--- src/rtl/burst_seq_pkg.sv ---
package burst_seq_pkg;
  localparam int BEAT_W = 2;
  typedef logic [BEAT_W-1:0] beat_t;

  // interleaved offset: start pair XOR beat number
  function automatic beat_t il_offset(input beat_t start, input beat_t beat);
    return start ^ beat;
  endfunction

  // linear offset: start pair plus beat number, wrapping at the beat width
  function automatic beat_t lin_offset(input beat_t start, input beat_t beat);
    return beat_t'(start + beat);
  endfunction
endpackage

--- src/rtl/bseq_strobe_dec.sv ---
module bseq_strobe_dec (
  input  logic strb_p_n,
  input  logic strb_c_n,
  input  logic adv_n,
  output logic load_ev,
  output logic step_ev,
  output logic hold_ev
);
  always_comb begin
    load_ev = !strb_p_n || !strb_c_n;
    step_ev = !load_ev && !adv_n;
    hold_ev = !load_ev && adv_n;
  end
endmodule

--- src/rtl/bseq_beat_ctr.sv ---
module bseq_beat_ctr
  import burst_seq_pkg::*;
(
  input  logic  clk,
  input  logic  rst_n,
  input  logic  load_ev,
  input  logic  step_ev,
  output beat_t beat
);
  always_ff @(posedge clk or negedge rst_n) begin
    if (!rst_n)       beat <= '0;
    else if (load_ev) beat <= '0;
    else if (step_ev) beat <= beat + beat_t'(1);
  end
endmodule

--- src/rtl/bseq_base_reg.sv ---
module bseq_base_reg #(
  parameter int AW = 19
) (
  input  logic          clk,
  input  logic          rst_n,
  input  logic          load_ev,
  input  logic [AW-1:0] addr_in,
  output logic [AW-1:0] base
);
  always_ff @(posedge clk or negedge rst_n) begin
    if (!rst_n)       base <= '0;
    else if (load_ev) base <= addr_in;
  end
endmodule

--- src/rtl/bseq_addr_form.sv ---
module bseq_addr_form
  import burst_seq_pkg::*;
#(
  parameter int AW = 19
) (
  input  logic [AW-1:0] base,
  input  beat_t         beat,
  input  logic          order_il,
  output logic [AW-1:0] cur_addr
);
  localparam int HI_W = AW - BEAT_W;

  beat_t lo_pair;
  beat_t lo_next;

  assign lo_pair = base[BEAT_W-1:0];

  always_comb begin
    if (order_il) lo_next = il_offset(lo_pair, beat);
    else          lo_next = lin_offset(lo_pair, beat);
  end

  generate
    if (HI_W > 0) begin : g_hi
      assign cur_addr = {base[AW-1:BEAT_W], lo_next};
    end else begin : g_lo_only
      assign cur_addr = lo_next;
    end
  endgenerate
endmodule

--- src/rtl/burst_seq.sv ---
module burst_seq
  import burst_seq_pkg::*;
#(
  parameter int AW = 19
) (
  input  logic          clk,
  input  logic          rst_n,
  input  logic          strb_p_n,
  input  logic          strb_c_n,
  input  logic          adv_n,
  input  logic          order_il,
  input  logic [AW-1:0] addr_in,
  output logic [AW-1:0] cur_addr,
  output logic [1:0]    beat_cnt
);
  logic          load_ev;
  logic          step_ev;
  logic          hold_ev;
  beat_t         beat;
  logic [AW-1:0] base;

  bseq_strobe_dec u_dec (
    .strb_p_n (strb_p_n),
    .strb_c_n (strb_c_n),
    .adv_n    (adv_n),
    .load_ev  (load_ev),
    .step_ev  (step_ev),
    .hold_ev  (hold_ev)
  );

  bseq_beat_ctr u_ctr (
    .clk     (clk),
    .rst_n   (rst_n),
    .load_ev (load_ev),
    .step_ev (step_ev),
    .beat    (beat)
  );

  bseq_base_reg #(.AW(AW)) u_base (
    .clk     (clk),
    .rst_n   (rst_n),
    .load_ev (load_ev),
    .addr_in (addr_in),
    .base    (base)
  );

  bseq_addr_form #(.AW(AW)) u_form (
    .base     (base),
    .beat     (beat),
    .order_il (order_il),
    .cur_addr (cur_addr)
  );

  assign beat_cnt = beat;
endmodule

--- config.mk ---
export PLATFORM = sky130hd
export DESIGN_NAME = burst_seq
export DESIGN_NICKNAME = d
export VERILOG_FILES = /design/src/rtl/burst_seq_pkg.sv /design/src/rtl/bseq_strobe_dec.sv /design/src/rtl/bseq_beat_ctr.sv /design/src/rtl/bseq_base_reg.sv /design/src/rtl/bseq_addr_form.sv /design/src/rtl/burst_seq.sv
export SDC_FILE = /design/constraint.sdc
export NUM_CORES = 1
export LEC_CHECK = 0
export BUFFER_PORTS_ARGS = -buffer_cell sky130_fd_sc_hd__buf_2
export CAP_MARGIN = 20
export CORE_ASPECT_RATIO = 1.1
export CORE_UTILIZATION = 35
export CTS_BUF_LIST = sky130_fd_sc_hd__clkbuf_2
export CTS_CLUSTER_DIAMETER = 50
export DETAILED_ROUTE_END_ITERATION = 8
export HOLD_SLACK_MARGIN = 0.05
export SLEW_MARGIN = 30
export SYNTH_ARGS = -nofsm -noshare
export SYNTH_HDL_FRONTEND = slang
export SYNTH_HIERARCHICAL = 1
export SYNTH_SLANG_ARGS = --single-unit
--- constraint.sdc ---
create_clock -name clk -period 1.2 [get_ports clk]
set_input_delay 0.24 -clock clk [delete_from_list [all_inputs] [get_ports clk]]
set_output_delay 0.24 -clock clk [all_outputs]
set_load 0.1 [all_outputs]
=== Word level (Yosys, flattened, before mapping) ===
Cells that the tools add are included.

* Add/sub/neg operators: 2
* Reduce and logical (&&, ||, !) cells: 7
* Muxes and demuxes: 3
* Bitwise operators: 1

{| class="wikitable"
|+ Operators with widths
! kind !! number
|-
| two-way mux 2 bit || 3
|-
| logical NOT 1 bit || 4
|-
| adder 2 x 1 -> 2 bit (second input constant) || 1
|-
| adder 2 bit || 1
|-
| nonzero test 2 bit || 1
|-
| bitwise XOR 2 bit || 1
|-
| logical AND 1 bit || 1
|-
| logical OR 1 bit || 1
|}

* Register bits: 21

=== Logic depth before layout (Yosys ltp) ===
Gate-level depths: netlist of the first run.

* Depth in word-level cells: 6
* Depth in mapped cells: 4
* Gate-level depth less buffers: 3

=== By module ===
Netlist of the first run, hierarchy kept.

{| class="wikitable"
|+ By module, submodules not included
! module !! cells an instance !! times used !! sequential area each (um^2) !! area an instance (um^2)
|-
| bseq_base_reg || 40 || 1 || 475.5 || 758.2
|-
| bseq_addr_form || 21 || 1 || 0.0 || 163.9
|-
| bseq_beat_ctr || 7 || 1 || 50.0 || 88.8
|-
| bseq_strobe_dec || 3 || 1 || 0.0 || 18.8
|}

=== Worst setup path before layout of the first run ===
No wires, ideal clock.

* Path kind: reg-to-output
* From: reg u_ctr.beat[0]
* To: out cur_addr[1]
* Data required time: 0.960 ns
* Path slack: -1.847 ns
* Data arrival time: 2.807 ns
* Cell stages (with the launch flop): 4
* Cell sequence: dfrtp_1 -> ha_1 -> nor2b_1 -> xnor2_1

* Longest elaborated chain between the ends: 2

{| class="wikitable"
|+ RTL lines
! item !! RTL line !! source
|-
| from (decl) || bseq_beat_ctr.sv:8 || <nowiki>output beat_t beat</nowiki>
|-
| from (signal assigned) || bseq_beat_ctr.sv:13 || <nowiki>else if (step_ev) beat <= beat + beat_t'(1);</nowiki>
|-
| adder 2 bit || burst_seq_pkg.sv:12 || <nowiki>return beat_t'(start + beat);</nowiki>
|-
| two-way mux 2 bit || bseq_addr_form.sv:19 || <nowiki>if (order_il) lo_next = il_offset(lo_pair, beat);</nowiki>
|-
| to (decl) || burst_seq.sv:13 || <nowiki>output logic [AW-1:0] cur_addr,</nowiki>
|}

Every way passes these cells.

=== Worst setup path in the final report of the first run ===
Ends and elaborated chain as after synthesis.

==> results of run 1 <==
timing repair:
item / 4_1_cts / 5_1_grt
hold buffers: 1 / 0
pin swaps: 2 / 0
setup endpoints to repair: 14 / 21
setup buffers: 1 / 1
hold endpoints to repair: 21 / 0
resized for setup: 2 / 0
power groups by stage:
stage	logic (mW)	clock network [mW]	registers (mW)
global route	0.885	0.336	0.833
CTS	0.865	0.305	0.826
floorplan	0.623	0	0.807
finish	0.857	0.286	0.824
detailed placement	0.856	0	0.837
global placement	0.846	0	0.834
how the worst min path moves through the flow:
stage                            from         endpoint  slack (ps)
after floorplan                 rst_n   u_base/base[0]         -60
after detailed placement        rst_n  u_base/base[13]         220
after global routing      addr_in[15]  u_base/base[15]         110
after global placement          rst_n   u_base/base[2]         210
final                     addr_in[16]  u_base/base[16]         150
after CTS                 addr_in[11]  u_base/base[11]         130
worst register-to-register path, delay by kind of cell (launching register included):
family	cells	cell delay, ps
flops	1	470
compound gates	1	140
simple gates	1	170
buf+inv	2	250
per-layer routing:
| metal | wire (um) | vias up | track usage | share of wire |
|---|---|---|---|---|
| li1 | - | 287 | - | - |
| met1 | 722 | 299 | 0.163 | 0.41 |
| met2 | 897 | 33 | 0.211 | 0.51 |
| met3 | 132 | 2 | 0.0258 | 0.075 |
| met4 | 8 | 0 | 0.0677 | 0.0045 |
| met5 | 0 | - | 0 | 0 |
through the flow:
| stage | total power [mW] | hold WS, ps | setup TNS (ps) | setup WS (ps) | util |
|---|---|---|---|---|---|
| 3_3_place_gp | 1.68 | 211 | -150 | -150 | 0.549 |
| 6_report | 1.97 | 152 | -1090 | -492 | 0.569 |
| 2_1_floorplan | 1.43 | -55.6 | -762 | -597 | - |
| 3_5_place_dp | 1.69 | 224 | -175 | -175 | 0.549 |
| 4_1_cts | 2.00 | 129 | -1250 | -528 | 0.567 |
| 5_1_grt | 2.05 | 109 | -2060 | -579 | 0.569 |
final cells by class:
cell class              count  area (um2)
fillers                   238        1200
repair buffers             51         604
flip-flops and latches     21         531
multi-input cells          30         385
well taps                  33        41.3
clock buffers               4        20.0
flip-flops by register name, indices dropped and copies added (netlist names):
register,cells
u_ctr/beat,2
u_base/base,19
==> metrics.md, run 1 <==
| Metric | Value |
|---|---|
| Remaining antenna violation count | `0` |
| Nets | `133` |
| DIE AREA | `3140 um2` |
| Worst-case clock skew | `roughly 0.16 ps` |
| Worst Tran Pin Value | `approximately 460 ps` |
| Hold Path Cell Cnt | `2` |
| Critical-path top delay cell | `dfrtp_4` |
| IR drop worst, VDD | `0.000637 V` |
| NetSw | `776 uW` |
| I/O pin total | `46` |
| Port Buffers | `between 40 and 50` |
| Placed insts | `132` |
| Critical path, cell by cell | `ha_4 > nor2b_4 > xnor2_4 > buf_12` |
| YS warnings | `6` |
| Final count of negative-setup-slack endpoints | `4` |
| Non-Filler Cell Area, Final | `1580 um2` |
| Mean post-synth cell area | `14.6 um2` |
| Crit-path max FO | `2` |
| Max_cap viols | `0` |
| Max Slew Vio Count | `0` |
| Clock sink total | `21` |
| TritonCTS buffer count | `3` |
| Share of layout cells above drive strength 1 | `0.755` |
| Net Sw Frac | `0.394` |
| Cell family with most CP delay | `flip-flops` |
| Comb pwr share | `0.436` |
| Setup ws final | `-492 ps` |
| Cell area after synthesis | `1020 um2` |
| Clk_lat worst skew | `~300 ps` |
| Worst min path class | `in2reg` |
| Initial DRC count | `0` |
| Post-synth net total | `96` |
| Failing checks | `negative setup slack` |
| Max Buffers Root-to-Sink | `2` |
| Slack of the worst reg-to-reg path | `~130 ps` |
| Commonest non-fill, non-tap cell in the layout | `buf_2` |
| Total GRT Usage | `0.130` |
| Drt total wl | `1.76 mm` |
| Non-filler instance count after layout | `139` |
| CP Depth | `4` |
| Core Area | `between 2000 and 3000 um2` |
| CP bufs+invs | `1` |
| Vias per inst | `4.47` |
| LEAKAGE | `0.755 nW` |
| Status | `complete, but fails checks` |
| Crit path launch type | `register` |
| CP startpoint | `u_ctr/beat[0]` |
| Part of the cycle the worst path needs | `1.41` |
| CTS tree | `yes` |
| First-pass GRT wire length | `2.86 mm` |
| N_diodes | `0` |
| Reg2reg start | `u_ctr/beat[1]` |
| Largest net degree at the start of global routing | `22` |
| Drc violations | `0` |
| GP Congestion | `~0.6` |
| CP arrival | `roughly 1500 ps` |
| Clock Power Share | `0.145` |
| Die height | `58.7 um` |
| Initial core utilization | `0.368` |
| Mapped Cells | `70` |
| Int Pwr | `1.19 mW` |
| Worst setup endpoint | `cur_addr[1]` |
| Area grow syn2layout | `54.5%` |
| Htree depth | `1` |
| Hold Violations, Final | `0` |
| RR Endpoint | `u_ctr/beat[1]` |
| Critical Path Max Stage Delay | `~530 ps` |
| GR Overflow Total | `0` |
| Via count | `621` |
| RSZ-0062 raised after global routing | `yes` |
| Fmax | `591 MHz` |
| Final min period | `1690 ps` |
| Setup CP Type | `reg2out` |
| Rows | `20` |
| Initial antenna violation count | `0` |
| Routed WL per cell | `12.7 um` |
| Most frequent cells in the layout | `24 x buf_2, 22 x buf_12, 19 x dfrtp_1, 10 x mux2_4, 9 x mux2_2` |
| Sequential share of power | `0.419` |
| Crit. End Element | `primary output` |
| Worst EP required | `960 ps` |
| DIE WIDTH | `between 50 and 60 um` |
| DR pass1 iterations | `1` |
| Clock transition at the registers of the reported paths | `180 ps` |
| DP Area | `1530 um2` |
| PD cells | `1240 nW/um2` |
| Rel. slew slack | `0.692` |
| Vias in the first global route | `636` |
| Reg2reg path depth | `4` |
| CTS root buf | `clkbuf_2` |
No activity file was read; power rests on OpenSTA's default activity.
==> run 2, diff against run 1 <==
--- a/config.mk
+++ b/config.mk
@@ -8,11 +8,13 @@
 export BUFFER_PORTS_ARGS = -buffer_cell sky130_fd_sc_hd__buf_2
 export CAP_MARGIN = 20
 export CORE_ASPECT_RATIO = 1.1
+export CORE_MARGIN = 3
 export CORE_UTILIZATION = 35
 export CTS_BUF_LIST = sky130_fd_sc_hd__clkbuf_2
 export CTS_CLUSTER_DIAMETER = 50
 export DETAILED_ROUTE_END_ITERATION = 8
 export HOLD_SLACK_MARGIN = 0.05
+export REMOVE_ABC_BUFFERS = 1
 export SLEW_MARGIN = 30
 export SYNTH_ARGS = -nofsm -noshare
 export SYNTH_HDL_FRONTEND = slang
==> metrics.md, run 2 (same netlist as run 1, synthesis figures left out) <==
| Metric | Value |
|---|---|
| Crit path launch type | `register (unchanged)` |
| Clock sink total | `21 (unchanged)` |
| LEAKAGE | `0.761 nW (was 0.755 nW)` |
| GR Overflow Total | `0 (unchanged)` |
| Worst EP required | `960 ps (about the same)` |
| N_diodes | `0 (unchanged)` |
| Initial core utilization | `0.388 (was 0.368)` |
| Drt total wl | `1.92 mm (was 1.76 mm)` |
| Final Total Pwr | `1.97 mW (about the same)` |
| Final min period | `1670 ps (was 1690 ps)` |
| Setup CP Type | `reg2out (unchanged)` |
| Placed insts | `130 (was 132)` |
| Fin Hold WS | `150 ps (was 152 ps)` |
| Worst-case clock skew | `0.0204 ps (was 0.159 ps)` |
| Via count | `621 (unchanged)` |
| Largest net degree at the start of global routing | `22 (unchanged)` |
| DIE WIDTH | `57.6 um (was 53.6 um)` |
| Regs by FF count | `u_base/base x19, u_ctr/beat x2 (unchanged)` |
| Reg2reg start | `u_ctr/beat[0] (was u_ctr/beat[1])` |
| Vias in the first global route | `722 (was 636)` |
| Final count of negative-setup-slack endpoints | `4 (unchanged)` |
| Port Buffers | `45 (unchanged)` |
| IR drop worst, VDD | `0.000940 V (was 0.000637 V)` |
| Drc violations | `0 (unchanged)` |
| DP HPWL | `approximately 1.5 mm` |
| DR pass1 iterations | `2 (was 1)` |
| Clock transition at the registers of the reported paths | `180 ps (about the same)` |
| First-pass GRT wire length | `3.28 mm (was 2.86 mm)` |
| Largest register by flop count | `u_base/base (unchanged)` |
| Part of the cycle the worst path needs | `1.39 (was 1.41)` |
| Remaining antenna violation count | `0 (unchanged)` |
| GP Congestion | `0.759 (was 0.589)` |
| Fillers | `213 (was 238)` |
| Max_cap viols | `0 (unchanged)` |
| Status | `complete, but fails checks (unchanged)` |
| CTS root buf | `clkbuf_2 (unchanged)` |
| Area grow syn2layout | `52.7% (was 54.5%)` |
| Share of layout cells above drive strength 1 | `0.722 (was 0.755)` |
| Failing checks | `negative setup slack (unchanged)` |
| Hold Violations, Final | `0 (unchanged)` |
| Setup ws final | `-472 ps (was -492 ps)` |
| Max FFs per register | `19 (unchanged)` |
| Setup WS pre-CTS | `-197 ps (was -175 ps)` |
| HP Start | `addr_in[12] (was addr_in[16])` |
| Most frequent cells in the layout | `24 x buf_2, 22 x buf_12, 21 x dfrtp_1, 10 x mux2_4, 9 x mux2_2 (was 24 x buf_2, 22 x buf_12, 19 x dfrtp_1, 10 x mux2_4, 9 x mux2_2)` |
| CP startpoint | `u_base/base[0] (was u_ctr/beat[0])` |
| Crit-path max FO | `2 (unchanged)` |
| Routed WL per cell | `13.8 um (was 12.7 um)` |
| Initial DRC count | `2 (was 0)` |
| RSZ-0062 raised after global routing | `yes (unchanged)` |
| Die height | `62.7 um (was 58.7 um)` |
| Vias per inst | `4.47 (unchanged)` |
| Total GRT Usage | `0.119 (was 0.130)` |
| Initial antenna violation count | `0 (unchanged)` |
| TritonCTS buffer count | `3 (unchanged)` |
| Rel. slew slack | `0.687 (was 0.692)` |
| Htree depth | `1 (unchanged)` |
| I/O pin total | `46 (unchanged)` |
| CTS tree | `yes (unchanged)` |
| Max Slew Vio Count | `0 (unchanged)` |
| Nets | `135 (was 133)` |
| Worst Tran Pin Value | `470 ps (was 462 ps)` |
| Fmax | `598 MHz (was 591 MHz)` |
| Worst min path class | `in2reg (unchanged)` |
| Commonest non-fill, non-tap cell in the layout | `buf_2 (unchanged)` |
| Rows | `19 (was 20)` |
| Max Buffers Root-to-Sink | `2 (unchanged)` |
| Crit. End Element | `primary output (unchanged)` |
| Non-filler instance count after layout | `139 (unchanged)` |
| Clk_lat worst skew | `290 ps (was 300 ps)` |
| Core Area | `2640 um2 (was 2780 um2)` |
| CP arrival | `1430 ps (was 1450 ps)` |
| DIE AREA | `3610 um2 (was 3140 um2)` |
| PD cells | `1260 nW/um2 (was 1240 nW/um2)` |
## run 2: cell types whose count changed in the layout (fill, tap and decap cells not counted), sizes merged
cell,before,now
buf,50,52
## run 2: layout make-up
cell class / count / area (um2) / share of cell area
timing repair buffer: 53 / 619 / 0.396
sequential: 21 / 526 / 0.336
multi-input combinational: 30 / 359 / 0.230
tap: 31 / 38.8 / 0.0248
clock buffer: 4 / 20.0 / 0.0128
## run 2: worst max-delay path, stage by stage (launching register included)
cell and delay [ps]:
dfrtp_1 450, ha_4 160, nor2b_1 140, xnor2_2 180
buf_12 200
## run 2: stage by stage
step | util | setup TNS [ps] | instance area (um2)
floorplan | - | -5370 | 865
global placement | 0.560 | -158 | 1480
detailed placement | 0.560 | -197 | 1480
CTS | 0.589 | -1130 | 1560
global route | 0.592 | -1800 | 1560
finish | 0.592 | -889 | 1560
## run 2: worst paths after layout
path / to / slack (ps) / cells past startpoint
min in group asynchronous: u_base/base[13] / 390 / 2
hold / removal: u_base/base[12] / 150 / 2
setup reg to reg: u_ctr/beat[1] / 250 / 3
setup / recovery: cur_addr[1] / -470 / 4
max in group asynchronous: u_base/base[0] / 490 / 2
hold reg to reg: u_base/base[1] / 560 / 1
## run 2: power breakdown
part	internal [mW]	switching (mW)
clock network	0.0883	0.196
logic	0.344	0.519
registers	0.763	0.0587
total	1.20	0.774
## run 2: timing repair
action,CTS,global route
endpoints found under the hold margin,21,0
setup buffers,4,0
hold buffers,1,0
gates cloned,0,0
gates resized for setup,2,1
endpoints found under the setup margin,14,21
## run 2: routing by layer
| metal | wire (um) | vias up | GRT usage |
|---|---|---|---|
| met3 | 193 | 2 | 0.0537 |
| met5 | 0 | - | 0 |
| met2 | 995 | 25 | 0.195 |
| met4 | 16 | 0 | 0.0522 |
| met1 | 718 | 301 | 0.129 |
| li1 | - | 293 | - |
